File: config.mk
export PLATFORM = sky130hd
export DESIGN_NAME = bundle_issue
export DESIGN_NICKNAME = d
export VERILOG_FILES = /design/src/rtl/bundle_issue_pkg.sv /design/src/rtl/tmpl_decoder.sv /design/src/rtl/pred_file.sv /design/src/rtl/group_select.sv /design/src/rtl/bundle_issue.sv
export SDC_FILE = /design/constraint.sdc
export NUM_CORES = 1
export LEC_CHECK = 0
export BUFFER_PORTS_ARGS = -buffer_cell sky130_fd_sc_hd__buf_2
export CORE_ASPECT_RATIO = 1.1
export CORE_MARGIN = 2
export CORE_UTILIZATION = 30
export CTS_CLUSTER_SIZE = 8
export DETAILED_ROUTE_END_ITERATION = 12
export PLACE_DENSITY = 0.51
export SLEW_MARGIN = 40
export SYNTH_ARGS = -nofsm -noshare
export SYNTH_HDL_FRONTEND = slang
export SYNTH_SLANG_ARGS = --single-unit
File: constraint.sdc
create_clock -name clk -period 8.95 [get_ports clk]
set_input_delay 0.4475 -clock clk [delete_from_list [all_inputs] [get_ports clk]]
set_output_delay 0.4475 -clock clk [all_outputs]
set_load 0.02 [all_outputs]
File: src/rtl/bundle_issue_pkg.sv
// Shared constants and types for the bundle issue stage.
// Assumes three slots per bundle and a fixed bundle layout (template low).
package bundle_issue_pkg;
    localparam int TMPL_W   = 5;
    localparam int SLOT_W   = 41;
    localparam int SLOTS    = 3;
    localparam int BUNDLE_W = TMPL_W + SLOTS * SLOT_W;
    localparam int QP_W     = 6;

    typedef enum logic [1:0] {
        UNIT_MEM = 2'd0,
        UNIT_INT = 2'd1,
        UNIT_FP  = 2'd2,
        UNIT_BR  = 2'd3
    } unit_e;

    typedef struct packed {
        logic [SLOT_W-1:0] insn;
        unit_e             unit;
        logic              stop;
    } slot_t;
endpackage

File: src/rtl/tmpl_decoder.sv
// Splits one bundle into its three slots and decodes the template into a
// unit kind and a stop-after flag per slot. Purely combinational.
// Assumes template codes 20..31 are unassigned and reports them as illegal.
module tmpl_decoder
    import bundle_issue_pkg::*;
(
    input  logic [BUNDLE_W-1:0] bundle_i,
    output slot_t [SLOTS-1:0]   slots_o,
    output logic                illegal_o
);
    logic [TMPL_W-1:0] tmpl;
    logic [TMPL_W-2:0] kind;
    unit_e             u [SLOTS];
    logic              mid_stop;

    assign tmpl = bundle_i[TMPL_W-1:0];
    assign kind = tmpl[TMPL_W-1:1];

    // Map the template family to unit kinds and the mid-bundle stop.
    always_comb begin
        illegal_o = 1'b0;
        mid_stop  = 1'b0;
        u[0] = UNIT_MEM; u[1] = UNIT_INT; u[2] = UNIT_INT;
        case (kind)
            4'd0: ;
            4'd1: mid_stop = 1'b1;
            4'd2: u[1] = UNIT_MEM;
            4'd3: u[1] = UNIT_FP;
            4'd4: begin u[1] = UNIT_MEM; u[2] = UNIT_FP; end
            4'd5: u[2] = UNIT_BR;
            4'd6: begin u[1] = UNIT_BR;  u[2] = UNIT_BR; end
            4'd7: begin u[0] = UNIT_BR; u[1] = UNIT_BR; u[2] = UNIT_BR; end
            4'd8: begin u[1] = UNIT_MEM; u[2] = UNIT_BR; end
            4'd9: begin u[1] = UNIT_FP;  u[2] = UNIT_BR; end
            default: illegal_o = 1'b1;
        endcase
    end

    // Slice each slot and attach its unit kind and stop flag.
    for (genvar j = 0; j < SLOTS; j++) begin : g_slot
        assign slots_o[j].insn = bundle_i[TMPL_W + j*SLOT_W +: SLOT_W];
        assign slots_o[j].unit = u[j];
        if (j == SLOTS - 1) begin : g_last
            assign slots_o[j].stop = tmpl[0];
        end else if (j == 1) begin : g_mid
            assign slots_o[j].stop = mid_stop;
        end else begin : g_none
            assign slots_o[j].stop = 1'b0;
        end
    end
endmodule

File: src/rtl/pred_file.sv
// One-bit predicate register file with one write port and one read port
// per issue lane. Register 0 is hard-wired true and ignores writes.
// Reads are combinational from the stored state; writes land at the edge.
module pred_file #(
    parameter int NREGS = 64,
    parameter int LANES = 6,
    localparam int AW   = $clog2(NREGS)
) (
    input  logic                clk,
    input  logic                rst_n,
    input  logic                we_i,
    input  logic [AW-1:0]       waddr_i,
    input  logic                wdata_i,
    input  logic [LANES*AW-1:0] raddr_i,
    output logic [LANES-1:0]    rdata_o
);
    logic [NREGS-1:0] bits_q;

    // Store writes to registers other than 0.
    always_ff @(posedge clk) begin
        if (!rst_n) begin
            bits_q <= '0;
        end else if (we_i && (waddr_i != '0)) begin
            bits_q[waddr_i] <= wdata_i;
        end
    end

    for (genvar k = 0; k < LANES; k++) begin : g_rd
        logic [AW-1:0] ra;
        assign ra = raddr_i[k*AW +: AW];
        // Read one predicate, forcing register 0 to true.
        assign rdata_o[k] = (ra == '0) ? 1'b1 : bits_q[ra];
    end
endmodule

File: src/rtl/group_select.sv
// Picks the oldest instruction group out of the live window entries and
// packs it onto lanes 0 upward in program order. Combinational.
// Assumes window position 0 is the oldest slot.
module group_select
    import bundle_issue_pkg::*;
#(
    parameter int POS = 6
) (
    input  logic [POS-1:0]  live_i,
    input  slot_t [POS-1:0] slots_i,
    output logic [POS-1:0]  take_o,
    output logic [POS-1:0]  used_o,
    output slot_t [POS-1:0] lanes_o
);
    // Walk the window, closing the group after the first live stop.
    always_comb begin
        logic open;
        int   cnt;
        open    = 1'b1;
        cnt     = 0;
        take_o  = '0;
        used_o  = '0;
        lanes_o = '0;
        for (int p = 0; p < POS; p++) begin
            if (live_i[p] && open) begin
                take_o[p]    = 1'b1;
                lanes_o[cnt] = slots_i[p];
                used_o[cnt]  = 1'b1;
                cnt          = cnt + 1;
                if (slots_i[p].stop) open = 1'b0;
            end
        end
    end
endmodule

File: src/rtl/bundle_issue.sv
// Bundle pair intake, six-entry issue window and predicate-qualified lanes.
// A pair is taken only when the window will be empty after this cycle's
// issue; each cycle issues one stop-delimited group from the window head.
module bundle_issue
    import bundle_issue_pkg::*;
#(
    parameter int NBUNDLE = 2,
    parameter int NPRED   = 64,
    localparam int POS    = NBUNDLE * SLOTS,
    localparam int PAW    = $clog2(NPRED)
) (
    input  logic                       clk,
    input  logic                       rst_n,
    input  logic                       in_valid,
    input  logic [BUNDLE_W-1:0]        in_bundle0,
    input  logic [BUNDLE_W-1:0]        in_bundle1,
    output logic                       in_ready,
    input  logic                       pw_en,
    input  logic [PAW-1:0]             pw_idx,
    input  logic                       pw_val,
    output logic [POS-1:0]             lane_used,
    output logic [POS-1:0]             lane_valid,
    output logic [POS*2-1:0]           lane_unit,
    output logic [POS*SLOT_W-1:0]      lane_insn,
    output logic [NBUNDLE-1:0]         bad_tmpl
);
    logic [BUNDLE_W-1:0] bundles [NBUNDLE];
    slot_t [POS-1:0]     dec_slots;
    logic [NBUNDLE-1:0]  dec_bad;
    logic [POS-1:0]      dec_live;

    slot_t [POS-1:0]     win_slot_q;
    logic [POS-1:0]      win_live_q;
    logic [NBUNDLE-1:0]  bad_q;

    logic [POS-1:0]      take;
    logic [POS-1:0]      remain;
    slot_t [POS-1:0]     lanes;
    logic [POS*PAW-1:0]  qp_flat;
    logic [POS-1:0]      pred_rd;
    logic                accept;

    assign bundles[0] = in_bundle0;
    assign bundles[1] = in_bundle1;

    for (genvar b = 0; b < NBUNDLE; b++) begin : g_dec
        tmpl_decoder u_dec (
            .bundle_i  (bundles[b]),
            .slots_o   (dec_slots[b*SLOTS +: SLOTS]),
            .illegal_o (dec_bad[b])
        );
        // Slots of an illegal bundle never enter the window as live.
        assign dec_live[b*SLOTS +: SLOTS] = {SLOTS{~dec_bad[b]}};
    end

    group_select #(.POS(POS)) u_grp (
        .live_i  (win_live_q),
        .slots_i (win_slot_q),
        .take_o  (take),
        .used_o  (lane_used),
        .lanes_o (lanes)
    );

    assign remain   = win_live_q & ~take;
    assign in_ready = ~|remain;
    assign accept   = in_valid && in_ready;

    // Load a new pair, or retire the issued group from the window.
    always_ff @(posedge clk) begin
        if (!rst_n) begin
            win_slot_q <= '0;
            win_live_q <= '0;
            bad_q      <= '0;
        end else if (accept) begin
            win_slot_q <= dec_slots;
            win_live_q <= dec_live;
            bad_q      <= dec_bad;
        end else begin
            win_live_q <= remain;
            bad_q      <= '0;
        end
    end

    pred_file #(.NREGS(NPRED), .LANES(POS)) u_pred (
        .clk     (clk),
        .rst_n   (rst_n),
        .we_i    (pw_en),
        .waddr_i (pw_idx),
        .wdata_i (pw_val),
        .raddr_i (qp_flat),
        .rdata_o (pred_rd)
    );

    for (genvar k = 0; k < POS; k++) begin : g_lane
        assign qp_flat[k*PAW +: PAW]     = lanes[k].insn[PAW-1:0];
        assign lane_unit[k*2 +: 2]       = lanes[k].unit;
        assign lane_insn[k*SLOT_W +: SLOT_W] = lanes[k].insn;
        assign lane_valid[k]             = lane_used[k] & pred_rd[k];

        AST_P0_ALWAYS_TRUE: assert property (@(posedge clk) disable iff (!rst_n)
            (lane_used[k] && lanes[k].insn[PAW-1:0] == '0) |-> lane_valid[k]);
    end

    assign bad_tmpl = bad_q;

    AST_USED_PREFIX: assert property (@(posedge clk) disable iff (!rst_n)
        (lane_used & (lane_used + 1'b1)) == '0);
    AST_SQUASH_IN_GROUP: assert property (@(posedge clk) disable iff (!rst_n)
        (lane_valid & ~lane_used) == '0);
    AST_HELD_ISSUES: assert property (@(posedge clk) disable iff (!rst_n)
        !in_ready |=> lane_used[0]);
    AST_ILLEGAL_EMPTY: assert property (@(posedge clk) disable iff (!rst_n)
        (&bad_tmpl) |-> (lane_used == '0));
endmodule

==> impl.org <==
** Clock tree
- Clock transition time at the flip-flop clock pins of the worst setup and hold paths :: 0.05 ns
- Number of clock sinks :: 330
- Buffer cell driving the clock tree root :: sky130_fd_sc_hd__clkbuf_16
- Num CTS Buffers :: 48
- For this design, the CTS-stage hold fixing added 0 buffers.
- For the worst-skew pair, the clock arrives at the later sink with an insertion delay of 0.59 ns.
- Clock tree from TritonCTS :: done
- Max H-tree Level :: 2
- In this run the post-CTS setup repair buffer count came out at 0.
- Buffers from clock root to sink, at most :: 3
- Quantity of gates resized following cts :: 0

** Pwr
- In this run the power spent charging and discharging nets is 1210 uW.
- Switching part of the total :: 0.306
- Cell internal power was estimated by the tool at 2750 uW.
- Summed over all cells, the static leakage comes to 0.0110 uW.
- Proportion of power drawn by the clock network :: 0.433
- Of the total power, registers draw 0.415.
- Of the total power, combinational logic draws 0.152.
- Power spread over the standard cell area amounts to 146 nW/um^2.
- IR analysis of the VDD net gives a maximum drop of 0.127 mV.

** Final layout
- Area growth syn-to-layout :: 20.3%
- End-of-flow core utilization :: 0.364
- Filler cell count :: 8070
- Net total in the final layout :: 3774
- The multi-input combinational cells in the finished layout cover a total of 14700 um^2.
- Seq. cell area :: 6620 um^2
- Of the cells placed in the final design, the portion with a size suffix greater than 1 is 0.209.

** Route
- Total via count after detailed routing :: 25700
- After detailed routing, the number of remaining DRC violations is 0.
- WL/cell :: 25.2 um
- Via-per-instance ratio :: 5.70
- For this block, the routed nets add up to 113000 um of wire.
- First-pass iteration count of the detailed router :: 8
- First DRT Iteration DRCs :: 2799
- The detail route stage leaves a number of antenna-violating nets equal to 0.

** Critical path
- For the worst setup path, the data required time is 8.50 ns.
- Slack of the worst reg-to-reg path :: 5.01 ns
- Peak fanout along the critical path :: 50
- STA classifies the critical path endpoint as an output port.
- Category of the worst setup path launch point :: register
- The worst setup path is of the reg -> out kind.
- Arrival time reported for the critical path endpoint :: 6.65 ns

** Floorplanning
- Die Wd :: 266 um
- For this configuration, the core starts out at a cell density of 0.303.
- For this design the top-level I/O count stands at 540.
- After floorplanning, the core was sized to cover 74600 um^2.
- Die Ht :: 292 um
- Floorplan die area :: 77500 um^2
- Std cell rows :: 105

** Synth
- By area, the combinational part of the netlist is dominated by compound AO/OA/AOI/OAI gates.
- Yosys reg bits :: 330
- Of the total synthesized cell area, the portion taken by full adders, half adders and majority gates is 0.000554.
- Post-synth EDFFs :: 0
- Synth Area per Inst :: 7.11 um^2
- Top cell type's share of synthesized area :: 0.292
- The complex-gate fraction of the synthesized area was 0.320.
- Cell Area, Synth :: 22600 um^2
- Fraction of synthesis flops using an asynchronous set or reset pin :: 0
- Cell types occupying the most area after synthesis :: sky130_fd_sc_hd__dfxtp_1 (29%), sky130_fd_sc_hd__nand2_1 (15%), sky130_fd_sc_hd__a21boi_0 (10%), sky130_fd_sc_hd__mux2i_1 (4.7%), sky130_fd_sc_hd__nor2_1 (4.0%)
- Post-Synth Simple-Gate Area :: 0.260
- Sequential fraction of the synthesis area :: 0.292
- Share of synthesized area spent on multiplexers :: 0.0654
- After technology mapping, the gate count stands at 3179.
- Count of yosys warnings during synthesis :: 0
- Counting distinct cell types in the post-synthesis netlist gives 104.
- The number of nets in the synthesized netlist is 3447.
- Library cell with the largest summed area after synthesis :: sky130_fd_sc_hd__dfxtp_1
- The most used flip-flop cell after synthesis is sky130_fd_sc_hd__dfxtp_1.
- Parity-gate share of the synthesized area counting xor and xnor cells :: 0

** Global route
- For this run, the total global-route usage over all layers was measured as 0.280.
- Wire length of the first global-routing pass :: 165000 um
- The initial antenna violation count came to 34.
- Number of global-route vias before repair :: 23800
- Entering global routing, the biggest net connects 145 pins.
- For this run the aggregate overflow at the end of global routing stands at 0.

** Timing
- Clock Skew :: 0.0225 ns
- For the final routed database, the setup TNS stands at 0 ns.
- Actual transition at the worst max-transition pin :: 0.862 ns
- Post-route minimum period :: 7.10 ns
- Timing would allow up to 0.141 GHz.
- Period utilisation layout :: 0.793
- Relative slew margins :: 0.425
- Hold violation count in the final report :: 0
- Setup violations remaining at the end of the flow were counted as 0.
- Setup repair after global routing left no endpoint under its margin.
- Max-slew violations :: 0

** Run status
- Status :: finished, final reports clean

** Flow run
- Max capacitance violation total :: 0

** Placement
- Count of input and output buffers :: 538
- DP HPWL :: 77100 um
- At the end of routability-driven placement, the weighted congestion stood at 0.927.

** Min path
- In this run the worst hold path is classified as in -> reg.
-- synthesized netlist by cell type, drive strengths merged, types with 12 or more instances --
library cell / count
and2: 12
nor3: 19
nor2: 243
nand3: 82
nand4: 14
a21boi: 308
clkbuf: 238
nor2b: 20
inv: 32
o21ai: 75
a22o: 46
dfxtp: 330
a21oi: 175
nand2: 890
a211oi: 23
a31oi: 59
o211ai: 14
mux2: 14
a22oi: 94
a221oi: 51
and3: 52
mux2i: 109
buf: 63
a222oi: 42
-- layout by cell type (no fill, tap or decap), types with 10 or more instances in the layout --
master,count
sky130_fd_sc_hd__clkbuf_16,49
sky130_fd_sc_hd__a221oi_1,51
sky130_fd_sc_hd__a21boi_0,308
sky130_fd_sc_hd__diode_2,20
sky130_fd_sc_hd__o211ai_1,13
sky130_fd_sc_hd__a31oi_1,58
sky130_fd_sc_hd__a22o_1,45
sky130_fd_sc_hd__nand3_1,78
sky130_fd_sc_hd__inv_1,23
sky130_fd_sc_hd__buf_2,537
sky130_fd_sc_hd__and3_1,52
sky130_fd_sc_hd__nor2_1,232
sky130_fd_sc_hd__nand2b_1,11
sky130_fd_sc_hd__buf_4,30
sky130_fd_sc_hd__a22oi_1,92
sky130_fd_sc_hd__mux2_2,12
sky130_fd_sc_hd__nor2b_1,20
sky130_fd_sc_hd__nor4_1,10
sky130_fd_sc_hd__a222oi_1,42
sky130_fd_sc_hd__mux2i_1,106
sky130_fd_sc_hd__dfxtp_1,327
sky130_fd_sc_hd__a21oi_1,175
sky130_fd_sc_hd__a211oi_1,19
sky130_fd_sc_hd__nand3b_1,10
sky130_fd_sc_hd__nand4_1,14
sky130_fd_sc_hd__nor3_1,17
sky130_fd_sc_hd__nand2_1,885
sky130_fd_sc_hd__o21ai_0,69
-- power groups by stage --
stage          logic (uW)  registers (uW)  clock network, uW
4_1_cts               599            1640               1760
2_1_floorplan         380            1620                  0
3_3_place_gp          593            1670                  0
5_1_grt               651            1650               1810
3_5_place_dp          597            1670                  0
6_report              601            1640               1710
-- per-layer routing --
layer  global-route usage  vias to the layer above  part of all wire
met5                    0                        -            0.0012
li1                     -                    12000                 -
met3               0.0605                      252             0.078
met1                0.344                    12300              0.40
met2                0.469                     1161              0.48
met4                0.122                       22             0.044
-- stage by stage --
stage,instance area [um^2],instances,hold WS (ns),setup slack (ns),total power (uW)
after floorplan,22600,3179,0.441,3.71,2000
after global placement,25700,4417,0.457,2.43,2260
after detailed placement,25800,4419,0.460,2.40,2260
after CTS,27100,4479,0.0646,1.75,3990
after global routing,27200,4490,0.0888,1.52,4110
final,27200,4499,0.0969,1.85,3960
-- kinds of logic (layout without fill, tap and decap cells) --
logic type      Yosys count  count (layout)
simple gates           1390            1390
buf+inv                 337             674
fa+ha+maj                 1               1
flops                   330             330
other cells               0              20
mux                     132             132
compound gates          989             989
-- path summary, 6_finish.rpt --
path,from,endpoint,depth (start not counted)
max reg2reg,win_live_q[2],win_slot_q[240],9
min,in_bundle0[77],win_slot_q[78],3
min reg2reg,win_slot_q[50],win_slot_q[50],2
max,win_live_q[1],lane_valid[1],17
-- registers in the layout, summed over array words and instances (netlist names) --
register,flops
bad_tmpl,2
win_slot_q,259
win_live_q,5
u_pred.bits_q,64
-- cell type report --
type,instances,area share
sequential,330,0.243
clock inverter,4,0.00308
multi-input combinational,2512,0.542
inverter,36,0.00520
clock buffer,56,0.0461
antenna,20,0.00184
tap,963,0.0443
timing repair buffer,578,0.114
-- critical path: stages, from the launching register on --
cell	delay (ns)
sky130_fd_sc_hd__dfxtp_4	0.73
sky130_fd_sc_hd__nand2b_1	0.33
sky130_fd_sc_hd__nor2_4	0.14
sky130_fd_sc_hd__buf_4	0.66
sky130_fd_sc_hd__nor2_1	0.12
sky130_fd_sc_hd__ha_1	0.37
sky130_fd_sc_hd__nand2b_1	0.18
sky130_fd_sc_hd__nor4_2	0.32
sky130_fd_sc_hd__a211o_1	0.43
sky130_fd_sc_hd__a21oi_1	0.12
sky130_fd_sc_hd__or2_1	0.46
sky130_fd_sc_hd__inv_2	0.59
sky130_fd_sc_hd__mux4_2	0.60
sky130_fd_sc_hd__and2_4	0.18
sky130_fd_sc_hd__a2111oi_4	0.30
sky130_fd_sc_hd__a311oi_1	0.08
sky130_fd_sc_hd__a32o_1	0.26
sky130_fd_sc_hd__buf_2	0.17
No activity file was read; power rests on OpenSTA's default activity.
